## config.mk

```make
export PLATFORM = sky130hd
export DESIGN_NAME = i2c_cycle_master
export DESIGN_NICKNAME = d
export VERILOG_FILES = /design/src/rtl/i2c_cyc_pkg.sv /design/src/rtl/i2c_cyc_brg.sv /design/src/rtl/i2c_cyc_shift.sv /design/src/rtl/i2c_cyc_seq.sv /design/src/rtl/i2c_cycle_master.sv
export SDC_FILE = /design/constraint.sdc
export NUM_CORES = 1
export LEC_CHECK = 0
export ABC_CLOCK_PERIOD_IN_PS = 4800
export BUFFER_PORTS_ARGS = -buffer_cell sky130_fd_sc_hd__buf_2
export CAP_MARGIN = 20
export CORE_ASPECT_RATIO = 1.4
export CORE_MARGIN = 4
export CORE_UTILIZATION = 60
export CTS_CLUSTER_DIAMETER = 50
export DETAILED_ROUTE_END_ITERATION = 8
export GPL_TIMING_DRIVEN = 0
export PLACE_DENSITY = 0.81
export SYNTH_ARGS = -nofsm -noshare
export SYNTH_HDL_FRONTEND = slang
export SYNTH_HIERARCHICAL = 1
export SYNTH_SLANG_ARGS = --single-unit
```

## constraint.sdc

```tcl
create_clock -name clk -period 4.8 [get_ports clk]
set_input_delay 0.48 -clock clk [delete_from_list [all_inputs] [get_ports clk]]
set_output_delay 0.48 -clock clk [all_outputs]
set_load 0.005 [all_outputs]
```

## src/rtl/i2c_cyc_pkg.sv

```systemverilog
package i2c_cyc_pkg;

  typedef enum logic [3:0] {
    ST_IDLE,   // bus free, lines released
    ST_HELD,   // bus owned, SCL held low, waiting for a command
    ST_SREL,   // repeated start: release SDA with SCL low
    ST_SSET,   // start setup: both lines high
    ST_SFALL,  // start edge: SDA low with SCL high
    ST_SLOW,   // start hold: SCL pulled low
    ST_BLOW,   // bit slot, SCL low
    ST_BHIGH,  // bit slot, SCL high
    ST_PLOW,   // stop: SDA low with SCL low
    ST_PHIGH,  // stop: SCL high, SDA low
    ST_PFREE   // stop edge and bus free time
  } seq_state_e;

  localparam logic [7:0] CODE_START    = 8'h08;
  localparam logic [7:0] CODE_RESTART  = 8'h10;
  localparam logic [7:0] CODE_AW_ACK   = 8'h18;
  localparam logic [7:0] CODE_AW_NACK  = 8'h20;
  localparam logic [7:0] CODE_D_ACK    = 8'h28;
  localparam logic [7:0] CODE_D_NACK   = 8'h30;
  localparam logic [7:0] CODE_AR_ACK   = 8'h40;
  localparam logic [7:0] CODE_AR_NACK  = 8'h48;
  localparam logic [7:0] CODE_NONE     = 8'hF8;

endpackage

```

## src/rtl/i2c_cyc_brg.sv

```systemverilog
// Half-period tick generator: a tick ends each SCL half period.
module i2c_cyc_brg #(
  parameter int BR_W = 8,
  parameter int PS_W = 2
) (
  input  logic            clk,
  input  logic            rst_n,
  input  logic            run,
  input  logic            stall,
  input  logic [BR_W-1:0] bitrate,
  input  logic [PS_W-1:0] prescale,
  output logic            tick
);
  localparam int MAX_SH = 2 * ((1 << PS_W) - 1);
  localparam int HW     = BR_W + MAX_SH + 1;

  logic [HW-1:0] half;
  logic [HW-1:0] cnt_q, cnt_d;

  always_comb begin
    half = HW'(8) + (HW'(bitrate) << {prescale, 1'b0});
  end

  always_comb begin
    tick  = run && !stall && (cnt_q == half - HW'(1));
    cnt_d = cnt_q;
    if (!run) begin
      cnt_d = '0;
    end else if (!stall) begin
      if (tick) cnt_d = '0;
      else      cnt_d = cnt_q + HW'(1);
    end
  end

  always_ff @(posedge clk or negedge rst_n) begin
    if (!rst_n) cnt_q <= '0;
    else        cnt_q <= cnt_d;
  end
endmodule

```

## src/rtl/i2c_cyc_shift.sv

```systemverilog
// Transmit shifter: MSB first, fills with ones so the ack slot is released.
module i2c_cyc_shift #(
  parameter int DW = 8
) (
  input  logic          clk,
  input  logic          rst_n,
  input  logic          load,
  input  logic          shift,
  input  logic [DW-1:0] din,
  output logic          bit_out,
  output logic          rw_bit
);
  logic [DW-1:0] sh_q, sh_d;
  logic          rw_q, rw_d;

  always_comb begin
    sh_d = sh_q;
    rw_d = rw_q;
    if (load) begin
      sh_d = din;
      rw_d = din[0];
    end else if (shift) begin
      sh_d = {sh_q[DW-2:0], 1'b1};
    end
  end

  always_ff @(posedge clk or negedge rst_n) begin
    if (!rst_n) begin
      sh_q <= '1;
      rw_q <= 1'b0;
    end else begin
      sh_q <= sh_d;
      rw_q <= rw_d;
    end
  end

  assign bit_out = sh_q[DW-1];
  assign rw_bit  = rw_q;
endmodule

```

## src/rtl/i2c_cyc_seq.sv

```systemverilog
// Bus-cycle sequencer: walks the half-period slots of one commanded cycle.
module i2c_cyc_seq
  import i2c_cyc_pkg::*;
#(
  parameter int DW = 8
) (
  input  logic       clk,
  input  logic       rst_n,
  input  logic       go,
  input  logic       go_start,
  input  logic       go_stop,
  input  logic       tick,
  input  logic       bit_out,
  input  logic       rw_bit,
  input  logic       scl_i,
  input  logic       sda_i,
  output logic       load,
  output logic       shift,
  output logic       run,
  output logic       stall,
  output logic       scl_oe,
  output logic       sda_oe,
  output logic       done,
  output logic       stopped,
  output logic [7:0] done_code,
  output seq_state_e state
);
  localparam int IW = $clog2(DW + 1);

  seq_state_e    state_q, state_d;
  logic [IW-1:0] idx_q, idx_d;
  logic          addr_q, addr_d;   // next byte is the address byte
  logic          lock_q, lock_d;   // byte commands refused
  logic          rep_q, rep_d;     // start launched from held bus
  logic          sda_q, sda_d;     // SDA drive, one cycle behind SCL
  logic          ack;
  logic          scl_free;

  assign ack = !sda_i;

  always_comb begin
    state_d   = state_q;
    idx_d     = idx_q;
    addr_d    = addr_q;
    lock_d    = lock_q;
    rep_d     = rep_q;
    load      = 1'b0;
    shift     = 1'b0;
    done      = 1'b0;
    stopped   = 1'b0;
    done_code = CODE_NONE;
    case (state_q)
      ST_IDLE: begin
        if (go && go_start) begin
          rep_d   = 1'b0;
          state_d = ST_SSET;
        end
      end
      ST_HELD: begin
        if (go) begin
          if (go_start) begin
            rep_d   = 1'b1;
            state_d = ST_SREL;
          end else if (go_stop) begin
            state_d = ST_PLOW;
          end else if (!lock_q) begin
            load    = 1'b1;
            idx_d   = '0;
            state_d = ST_BLOW;
          end
        end
      end
      ST_SREL:  if (tick) state_d = ST_SSET;
      ST_SSET:  if (tick) state_d = ST_SFALL;
      ST_SFALL: if (tick) state_d = ST_SLOW;
      ST_SLOW: begin
        if (tick) begin
          done      = 1'b1;
          done_code = rep_q ? CODE_RESTART : CODE_START;
          addr_d    = 1'b1;
          lock_d    = 1'b0;
          state_d   = ST_HELD;
        end
      end
      ST_BLOW:  if (tick) state_d = ST_BHIGH;
      ST_BHIGH: begin
        if (tick) begin
          if (idx_q == IW'(DW)) begin
            done = 1'b1;
            if (addr_q) begin
              if (rw_bit) done_code = ack ? CODE_AR_ACK : CODE_AR_NACK;
              else        done_code = ack ? CODE_AW_ACK : CODE_AW_NACK;
            end else begin
              done_code = ack ? CODE_D_ACK : CODE_D_NACK;
            end
            lock_d  = !ack || (addr_q && rw_bit);
            addr_d  = 1'b0;
            state_d = ST_HELD;
          end else begin
            shift   = 1'b1;
            idx_d   = idx_q + IW'(1);
            state_d = ST_BLOW;
          end
        end
      end
      ST_PLOW:  if (tick) state_d = ST_PHIGH;
      ST_PHIGH: if (tick) state_d = ST_PFREE;
      ST_PFREE: begin
        if (tick) begin
          stopped = 1'b1;
          addr_d  = 1'b0;
          lock_d  = 1'b0;
          state_d = ST_IDLE;
        end
      end
      default: state_d = ST_IDLE;
    endcase
  end

  always_comb begin
    scl_free = 1'b0;
    sda_d    = 1'b0;
    case (state_q)
      ST_SSET, ST_SFALL, ST_BHIGH, ST_PHIGH, ST_PFREE: scl_free = 1'b1;
      default: scl_free = 1'b0;
    endcase
    case (state_q)
      ST_HELD, ST_SFALL, ST_SLOW, ST_PLOW, ST_PHIGH: sda_d = 1'b1;
      ST_BLOW, ST_BHIGH: sda_d = !bit_out;
      default: sda_d = 1'b0;
    endcase
  end

  assign run    = (state_q != ST_IDLE) && (state_q != ST_HELD);
  assign stall  = scl_free && !scl_i;
  assign scl_oe = run ? !scl_free : (state_q == ST_HELD);
  assign sda_oe = sda_q;
  assign state  = state_q;

  always_ff @(posedge clk or negedge rst_n) begin
    if (!rst_n) begin
      state_q <= ST_IDLE;
      idx_q   <= '0;
      addr_q  <= 1'b0;
      lock_q  <= 1'b0;
      rep_q   <= 1'b0;
      sda_q   <= 1'b0;
    end else begin
      state_q <= state_d;
      idx_q   <= idx_d;
      addr_q  <= addr_d;
      lock_q  <= lock_d;
      rep_q   <= rep_d;
      sda_q   <= sda_d;
    end
  end
endmodule

```

## src/rtl/i2c_cycle_master.sv

```systemverilog
module i2c_cycle_master
  import i2c_cyc_pkg::*;
#(
  parameter int BR_W = 8,
  parameter int PS_W = 2
) (
  input  logic            clk,
  input  logic            rst_n,
  input  logic            cmd_we,
  input  logic            cmd_clr,
  input  logic            cmd_start,
  input  logic            cmd_stop,
  input  logic            txd_we,
  input  logic [7:0]      txd_data,
  input  logic [BR_W-1:0] bitrate,
  input  logic [PS_W-1:0] prescale,
  input  logic            scl_i,
  input  logic            sda_i,
  output logic            scl_oe,
  output logic            sda_oe,
  output logic            irq_flag,
  output logic [7:0]      status
);
  localparam int DW = 8;

  logic          go;
  logic          tick, run, stall, load, shift;
  logic          bit_out, rw_bit;
  logic          done, stopped;
  logic [7:0]    done_code;
  seq_state_e    seq_state;

  logic [DW-1:0] txd_q, txd_d;
  logic          flag_q, flag_d;
  logic [7:0]    stat_q, stat_d;

  assign go = cmd_we && cmd_clr;

  i2c_cyc_brg #(.BR_W(BR_W), .PS_W(PS_W)) brg_i (
    .clk(clk), .rst_n(rst_n), .run(run), .stall(stall),
    .bitrate(bitrate), .prescale(prescale), .tick(tick)
  );

  i2c_cyc_shift #(.DW(DW)) shift_i (
    .clk(clk), .rst_n(rst_n), .load(load), .shift(shift),
    .din(txd_q), .bit_out(bit_out), .rw_bit(rw_bit)
  );

  i2c_cyc_seq #(.DW(DW)) seq_i (
    .clk(clk), .rst_n(rst_n), .go(go), .go_start(cmd_start), .go_stop(cmd_stop),
    .tick(tick), .bit_out(bit_out), .rw_bit(rw_bit), .scl_i(scl_i), .sda_i(sda_i),
    .load(load), .shift(shift), .run(run), .stall(stall),
    .scl_oe(scl_oe), .sda_oe(sda_oe), .done(done), .stopped(stopped),
    .done_code(done_code), .state(seq_state)
  );

  always_comb begin
    txd_d  = txd_we ? txd_data : txd_q;
    flag_d = flag_q;
    if (done)    flag_d = 1'b1;
    else if (go) flag_d = 1'b0;
    stat_d = stat_q;
    if (done)         stat_d = done_code;
    else if (stopped) stat_d = CODE_NONE;
  end

  always_ff @(posedge clk or negedge rst_n) begin
    if (!rst_n) begin
      txd_q  <= '0;
      flag_q <= 1'b0;
      stat_q <= CODE_NONE;
    end else begin
      txd_q  <= txd_d;
      flag_q <= flag_d;
      stat_q <= stat_d;
    end
  end

  assign irq_flag = flag_q;
  assign status   = stat_q;
endmodule

```

=== Word level (Yosys, flattened, before mapping) ===
Cells that the tools add are included.

* Word-level logic and storage cells: 150
* Bits in registers: 53

* Mux-type cells: 70
* Reductions and logical operators: 30
* Equal/unequal tests: 33
* Shifts and indexed selects: 1
* Add/sub/neg operators: 4

{| class="wikitable"
|+ Operator list
! operator !! count
|-
| 2-to-1 mux 4 bit || 21
|-
| 2-to-1 mux 8 bit || 9
|-
| 2-to-1 mux 15 bit || 3
|-
| one-hot mux 4 bit (11 select lines) || 1
|-
| != test 2 bit, second input constant || 15
|-
| 2-to-1 mux 1 bit || 25
|-
| == test 4 x 3 -> 1 bit, second input constant || 4
|-
| == test 4 bit, second input constant || 4
|-
| one-hot mux 8 bit (2 select lines) || 1
|-
| adder 15 x 1 -> 15 bit, second input constant || 1
|-
| adder 4 x 15 -> 15 bit, first input constant || 1
|-
| == test 15 bit || 1
|-
| << shifter 8 x 3 -> 15 bit || 1
|-
| subtractor 15 x 1 -> 15 bit, second input constant || 1
|-
| AND reduction 12 bit || 1
|-
| nonzero test 2 bit || 6
|-
| 2-to-1 mux 5 bit || 2
|-
| OR reduction 5 bit || 2
|-
| == test 4 x 2 -> 1 bit, second input constant || 2
|-
| != test 2 x 1 -> 1 bit, second input constant || 4
|-
| one-hot mux 1 bit (2 select lines) || 4
|-
| one-hot mux 4 bit (2 select lines) || 1
|-
| AND reduction 4 bit || 2
|-
| logical AND 1 bit || 7
|-
| other kinds (15) || 19
|}

=== Logic depth before layout (Yosys ltp) ===
Gate-level depths: netlist of run 1.

* Depth in word-level cells: 11
* Mapped depth: 18

=== By module ===
The synthesis of run 1 kept the hierarchy.

{| class="wikitable"
|+ Modules (own cells, without submodules)
! module !! times used !! cells each !! area an instance (um^2)
|-
| i2c_cyc_brg || 1 || 187 || 1550.2
|-
| i2c_cyc_seq || 1 || 124 || 1052.3
|-
| i2c_cycle_master || 1 || 49 || 684.4
|-
| i2c_cyc_shift || 1 || 37 || 410.4
|}

=== Worst setup path before layout of run 1 ===
OpenSTA, ideal clock, no wires.

* Path type: in2reg
* From: input port prescale[0]
* To: register stat_q[4], in the netlist status[4]
* Stages: 18
* Data required time: 4.716 ns
* Setup time: 0.084 ns
* Data arrival time: 3.966 ns
* Slack: 0.750 ns
* Path through: buf_6 -> nor2_2 -> nand2_1 -> ha_1 -> nor2b_1 -> nor3_1 -> and2_2 -> or3_1 -> nand3_1 -> or4_1 -> a221o_1 -> buf_2 -> nor3_2 -> clkbuf_1 -> nor2b_1 -> o221ai_1 -> nand2_1 -> o21ai_0

* Word-level cells in the longest chain between the ends: 8

{| class="wikitable"
|+ RTL lines
! what !! line !! source
|-
| start, declared || i2c_cycle_master.sv:16 || <nowiki>input logic [PS_W-1:0] prescale,</nowiki>
|-
| << shifter 8 x 3 -> 15 bit (*) || i2c_cyc_brg.sv:21 || <nowiki>half = HW'(8) + (HW'(bitrate) << {prescale, 1'b0});</nowiki>
|-
| adder 4 x 15 -> 15 bit (*) || i2c_cyc_brg.sv:21 ||
|-
| subtractor 15 x 1 -> 15 bit (*) || i2c_cyc_brg.sv:25 || <nowiki>tick = run && !stall && (cnt_q == half - HW'(1));</nowiki>
|-
| == test 15 bit (*) || i2c_cyc_brg.sv:25 ||
|-
| logical AND 1 bit (*) || i2c_cyc_brg.sv:25 ||
|-
| via tick || i2c_cycle_master.sv:27 || <nowiki>logic tick, run, stall, load, shift;</nowiki>
|-
| 2-to-1 mux 1 bit, on equally long branches || i2c_cyc_seq.sv:87, i2c_cyc_seq.sv:77 ||
|-
| one-hot mux 1 bit (2 select lines) (*) || i2c_cyc_seq.sv:52 || <nowiki>case (state_q)</nowiki>
|-
| via done || i2c_cycle_master.sv:29 || <nowiki>logic done, stopped;</nowiki>
|-
| 2-to-1 mux 8 bit / nonzero test 2 bit (equally long branches) || -- ||
|-
| end signal, assigned || i2c_cycle_master.sv:75 || <nowiki>stat_q <= stat_d;</nowiki>
|-
| end, declared || i2c_cycle_master.sv:35 || <nowiki>logic [7:0] stat_q, stat_d;</nowiki>
|}

The timed path passes the listed nets; every way through them passes the cells marked *.
A chain may end at the register's enable or synchronous reset.

=== Worst setup path in the final report of run 1 ===
Ends and elaborated chain as after synthesis.

==> flow_summary.toml, run 1 <==
[status]
run_status = "complete, no violations"

[setup_path]
slowest_delay_ns = 0.52
cpMaxStageDelayCell = "nor2b_2"
worst_ep_arrival_time_ns = 4.67
startpoint_type = "input pin"
reg2reg_slack_ns = 0.77
critPathTopFamily = "simple AND/OR/NAND/NOR gates"
crit_cells = 19
ff2ff_path_depth = 14
worstPathCellList = "buf_2 > buf_6 > nor2_2 > nand2_1 > ha_1 > nor2b_1 > nor3_1 > and2_2 > or3_1 > nand3_1 > or4_1 > a221o_1 > buf_2 > nor3_2 > clkbuf_1 > nor2b_2 > o221ai_1 > nand2_1 > o21ai_0"
worstReg2RegEnd = "status[4]$_DFFE_PN1P_"
cp-end-kind = "flip-flop"
cp_max_fo = 11
r2r_start = "brg_i/cnt_q[2]$_DFFE_PN0P_"
cp.required_ns = 5.04
path_class = "input pin to flip-flop"
cp.buffers_inverters = 4

[die]
core_mm2 = 0.00590
initial_utilization_pct = 62.6
die_height_um = 101
die-area_mm2 = 0.00750
dieWidth_um = 74.3
pin_count = 38
num_rows = 33

[finish]
post-route-util_pct = 69.5
fin_area_mm2 = 0.00410
syn_to_final_growth_pct = 11.0
mostFrequentLayoutCells = "dfrtp_1, nand2_1, buf_2, nor2_1"
insertedDiodeCount = 0
stdcell_count = 513
final_nets = 475
drive_above_1_share_pct = 24.2
final_common_cell = "dfrtp_1"

[logic_synthesis]
synth-compound-area-share_pct = 15.3
synth_edf_count = 0
synth_top_family_by_area = "simple AND/OR/NAND/NOR gates"
yosys.area_share.simple_pct = 21.8
syn_area_mm2 = 0.00370
synth.distinct_cells = 73
netlist_instances = 397
synthXorXnorAreaFrac_pct = 6.60
synth.area.mux_share_pct = 10.7
synthArstFlopShare_pct = 100
yosysTopAreaCellShare_pct = 27.1
avgSynthCellArea_um2 = 9.31
ys.flop_type = "dfrtp_1"
synthTopCellsByArea = "dfrtp_1, dfstp_2, mux2i_1, nand2_1, mux2_4"
ys_ff_latch = 53
yosys_warnings = 6
synthAdderAreaFrac_pct = 2.03
synth.largest_area_cell = "dfrtp_1"
yosysSeqAreaShare_pct = 36.3

[job]
max_cap_viol_count = 0

[grt]
grt_max_degree = 36
grt_overflow = 0
grt_use_total_pct = 23.7
grt_pass1_wl_mm = 14.1
grt_pass1_vias = 3182
antenna_found_initial = 0

[placement]
dpl.cell_count = 505
gp_congestion = 0.949
dp_slack_ns = -0.120
portBuffers = 35
dp_hpwl_mm = 6.26
placed_area_mm2 = 0.00399

[clock_network]
postCtsSetupBuffers = 0
cts_tree = "yes"
cts_resized = 0
ctsHtreeMaxLevel = 2
root_buffer = "clkbuf_8"
cts_buffer_depth = 2
clock_sinks = 53
clk-insertion-delay-late_ns = 0.30
cts_hold_buf = 0
cts_buffers = 5
clk_pin_slew_ns = 0.10

[power_and_ir_drop]
p_sw_share_pct = 33.0
p_per_area_mw_per_mm2 = 297
seqPwrFrac_pct = 43.7
clkPwrFrac_pct = 24.8
pwr-share-comb_pct = 31.5
ir_drop_v = 0.000231
finalPower_mw = 1.22
intPower_uw = 818
p_sw_uw = 402
cellLeakagePower_nw = 1.79

[sta]
fin_hold_ws_ns = 0.114
fin_crit_ns = 4.43
slew_viol_final = 0
rsz0062_at_grt = "no"
totalNegativeSetupSlack_ns = 0
hold_viol = 0
setup_violations = 0
fin_crit_sh_pct = 92.2
clock-skew-final_ns = 0.0104
slew_headroom_pct = 58.1
setup_slack_ns = 0.373
max_freq_mhz = 226
tightest_slew_ns = 0.625

[routing]
drtPass1Iterations = 4
postRouteAntennaNets = 0
post_drt_wl_per_cell_um = 15.7
wl_mm = 8.07
drt_iter0_drc = 195
via_per_inst = 5.97
num_vias = 3065
drc = 0

[hold_path]
hp-class = "input pin to asynchronous set/reset pin"
worst reg2reg max path, delay by kind of cell (launching register included):
kind	cells	cell delay, ns
AND/OR/NAND/NOR	6	1.80
buffers and inverters	3	0.93
AO/OA/AOI/OAI	3	0.60
flip-flops	1	0.33
XOR/XNOR	2	0.30
state kept, by name (all words and copies together) (netlist names):
| signal | flops |
|---|---|
| shift_i/sh_q | 8 |
| shift_i/rw_bit | 1 |
| status | 8 |
| seq_i/state | 4 |
| seq_i/rep_q | 1 |
| seq_i/addr_q | 1 |
| brg_i/cnt_q | 15 |
| txd_q | 8 |
| seq_i/sda_oe | 1 |
| irq_flag | 1 |
| seq_i/idx_q | 4 |
| seq_i/lock_q | 1 |
kinds of logic (layout without fill, tap and decap cells):
logic type | after synthesis | after routing
simple gates | 152 | 152
compound gates | 79 | 79
flops | 53 | 53
buf+inv | 45 | 89
mux | 34 | 34
xor+xnor | 27 | 27
fa+ha+maj | 6 | 6
other cells | 1 | 3
layout make-up:
class / count / area [µm²]
fill: 473 / 1800
multi-input combinational: 301 / 2100
timing repair buffer: 36 / 195
buffer: 25 / 189
inverter: 20 / 75.1
clock buffer: 5 / 68.8
tap: 70 / 87.6
clock inverter: 3 / 43.8
sequential: 53 / 1340
power by group through the flow:
stage | Clock (mW) | Combinational [mW] | Sequential (mW)
2_1_floorplan | 0 | 0.294 | 0.531
3_3_place_gp | 0 | 0.365 | 0.538
3_5_place_dp | 0 | 0.382 | 0.541
4_1_cts | 0.312 | 0.384 | 0.533
5_1_grt | 0.333 | 0.431 | 0.540
6_report | 0.303 | 0.384 | 0.533
Yosys cell counts (6+ instances only):
library cell  number
dfrtp_1           40
nand2_1           39
nor2_1            25
mux2i_1           22
o21ai_0           22
inv_1             20
nand3_1           18
nor3_1            14
dfstp_2           13
xnor2_1           13
xor2_1            13
buf_6             10
clkbuf_1           8
mux2_4             8
a21oi_1            7
nand4_1            7
nor2b_1            7
ha_1               6
worst max-delay path by stage:
stage / endpoint / slack [ns] / start
6_report: status[4]$_DFFE_PN1P_ / 0.37 / prescale[0]
5_1_grt: status[4]$_DFFE_PN1P_ / 0.05 / prescale[0]
4_1_cts: status[4]$_DFFE_PN1P_ / 0.14 / prescale[0]
3_5_place_dp: status[4]$_DFFE_PN1P_ / -0.12 / prescale[0]
3_3_place_gp: status[4]$_DFFE_PN1P_ / -0.03 / prescale[0]
2_1_floorplan: status[4]$_DFFE_PN1P_ / 0.75 / prescale[0]
layer usage:
layer / vias to the layer above / global-route usage (%) / part of all wire, %
met3: 17 / 3.59 / 3.0
li1: 1492 / - / -
met1: 1484 / 25.8 / 38
met2: 72 / 44.7 / 56
met5: - / 0 / 0
met4: 0 / 8.77 / 2.3
Power figures use the tool's default switching activity.
==> run 2: changes to the inputs <==
--- a/config.mk
+++ b/config.mk
@@ -10,11 +10,10 @@
 export CAP_MARGIN = 20
 export CORE_ASPECT_RATIO = 1.4
 export CORE_MARGIN = 4
-export CORE_UTILIZATION = 60
+export CORE_UTILIZATION = 40
 export CTS_CLUSTER_DIAMETER = 50
 export DETAILED_ROUTE_END_ITERATION = 8
 export GPL_TIMING_DRIVEN = 0
-export PLACE_DENSITY = 0.81
 export SYNTH_ARGS = -nofsm -noshare
 export SYNTH_HDL_FRONTEND = slang
 export SYNTH_HIERARCHICAL = 1
==> flow_summary.toml, run 2 (synthesized netlist as in run 1, its figures left out) <==
[routing]
post_drt_wl_per_cell_um = 14.9
drc = 0
drt_iter0_drc = 196
drtPass1Iterations = 6
postRouteAntennaNets = 0
via_per_inst = 5.46
num_vias = 3004
wl_mm = 8.18

[clock_network]
root_buffer = "clkbuf_16"
postCtsSetupBuffers = 0
clk_pin_slew_ns = 0.07
clk-insertion-delay-late_ns = 0.30
cts_buffers = 5
cts_tree = "yes"
ctsHtreeMaxLevel = 2
cts_buffer_depth = 2
clock_sinks = 53

[hold_path]
hp-class = "input pin to asynchronous set/reset pin"

[placement]
dpl.cell_count = 542
gp_congestion = 0.875
placed_area_mm2 = 0.00403
dp_hpwl_mm = 6.32
portBuffers = 35

[setup_path]
cp_max_fo = 11
worstReg2RegEnd = "status[4]$_DFFE_PN1P_"
startpoint_type = "input pin"
cp-end-kind = "flip-flop"
worstPathCellList = "buf_2 > buf_6 > nor2_2 > nand2_1 > ha_1 > nor2b_1 > nor3_1 > and2_2 > mux2i_1 > a2111oi_2 > o21ai_0 > a221o_1 > buf_2 > nor3_2 > clkbuf_1 > nor2b_2 > o221ai_1 > nand2_1 > o21ai_0"
reg2reg_slack_ns = 0.95
ff2ff_path_depth = 14
path_class = "input pin to flip-flop"
cp.required_ns = 5.02
slowest_delay_ns = 0.50
r2r_start = "brg_i/cnt_q[2]$_DFFE_PN0P_"
worst_ep_arrival_time_ns = 4.56
cpMaxStageDelayCell = "nor2b_2"

[power_and_ir_drop]
finalPower_mw = 1.29
p_sw_share_pct = 33.3
p_per_area_mw_per_mm2 = 307
clkPwrFrac_pct = 28.8
cellLeakagePower_nw = 1.80
seqPwrFrac_pct = 41.6
intPower_uw = 859
pwr-share-comb_pct = 29.6
ir_drop_v = 0.000275
p_sw_uw = 429

[grt]
grt_max_degree = 39
antenna_found_initial = 0
grt_pass1_vias = 2867
grt_overflow = 0
grt_pass1_wl_mm = 13.7
grt_use_total_pct = 16.0

[sta]
setup_violations = 0
rsz0062_at_grt = "no"
fin_crit_ns = 4.34
fin_crit_sh_pct = 90.3
max_freq_mhz = 231
slew_headroom_pct = 57.7
slew_viol_final = 0
clock-skew-final_ns = 0.00698
fin_hold_ws_ns = 0.100
hold_viol = 0
tightest_slew_ns = 0.631

[die]
core_mm2 = 0.00903
initial_utilization_pct = 41.0
num_rows = 41
die_height_um = 122
pin_count = 38
die-area_mm2 = 0.0109
dieWidth_um = 89.3

[finish]
insertedDiodeCount = 0
syn_to_final_growth_pct = 13.3
final_common_cell = "dfrtp_1"
stdcell_count = 550
largest_reg_flops = 15
regMostFlops = "brg_i/cnt_q"
fin_area_mm2 = 0.00419
final_nets = 475
post-route-util_pct = 46.4
drive_above_1_share_pct = 24.2
mostFrequentLayoutCells = "dfrtp_1, nand2_1, buf_2, nor2_1"

[job]
max_cap_viol_count = 0

[status]
run_status = "complete, no violations"
==> run 2: cell count changes in the layout (fill, tap and decap cells not counted), sizes merged <==
cell / before / now
clkinvlp: 0 / 2
bufinv: 1 / 0
clkinv: 1 / 0
==> run 2: worst max-delay path by stage <==
stage	startpoint	to	cells past startpoint
2_1_floorplan	prescale[0]	status[4]$_DFFE_PN1P_	18
3_3_place_gp	prescale[0]	status[4]$_DFFE_PN1P_	19
3_5_place_dp	prescale[0]	status[4]$_DFFE_PN1P_	19
4_1_cts	prescale[0]	status[4]$_DFFE_PN1P_	19
5_1_grt	prescale[0]	status[4]$_DFFE_PN1P_	19
6_report	prescale[0]	status[4]$_DFFE_PN1P_	19
==> run 2: worst max-delay path, delay by kind of cell <==
| kind | cells | cell delay [ns] |
|---|---|---|
| buf+inv | 4 | 0.84 |
| compound gates | 5 | 1.19 |
| fa+ha+maj | 1 | 0.25 |
| mux | 1 | 0.10 |
| simple gates | 8 | 1.70 |
==> run 2: power groups by stage <==
stage	Clock, mW	Sequential, mW	Combinational [mW]
final	0.370	0.535	0.382
after global routing	0.398	0.543	0.429
after CTS	0.383	0.535	0.384
after detailed placement	0	0.543	0.383
after global placement	0	0.540	0.370
after floorplan	0	0.531	0.294
==> run 2: metal layers <==
layer / routed length [µm] / global-route usage (%) / vias to the layer above
met5: 0 / 0 / -
met1: 3320 / 19.0 / 1435
li1: - / - / 1498
met4: 170 / 5.68 / 0
met3: 314 / 2.71 / 11
met2: 4380 / 28.2 / 60
==> run 2: repair_timing <==
action,CTS,global route
hold buffers,0,0
resized for setup,0,1
endpoints found under the setup margin,0,9
==> run 2: per-stage QoR <==
| step | setup WS (ns) | TNS, ns |
|---|---|---|
| after CTS | 0.211 | 0 |
| final | 0.464 | 0 |
| after detailed placement | -0.0945 | -0.357 |
| after global routing | 0.120 | 0 |
| after floorplan | 0.750 | 0 |
| after global placement | -0.0511 | -0.0662 |
==> run 2: final cells by class <==
cell class | count | area (µm²)
Sequential cell | 53 | 1340
Multi-Input combinational cell | 301 | 2100
Buffer | 25 | 189
Clock inverter | 3 | 26.3
Inverter | 20 | 75.1
Timing Repair Buffer | 36 | 195
Tap cell | 107 | 134
Clock buffer | 5 | 125
Fill cell | 931 | 4840
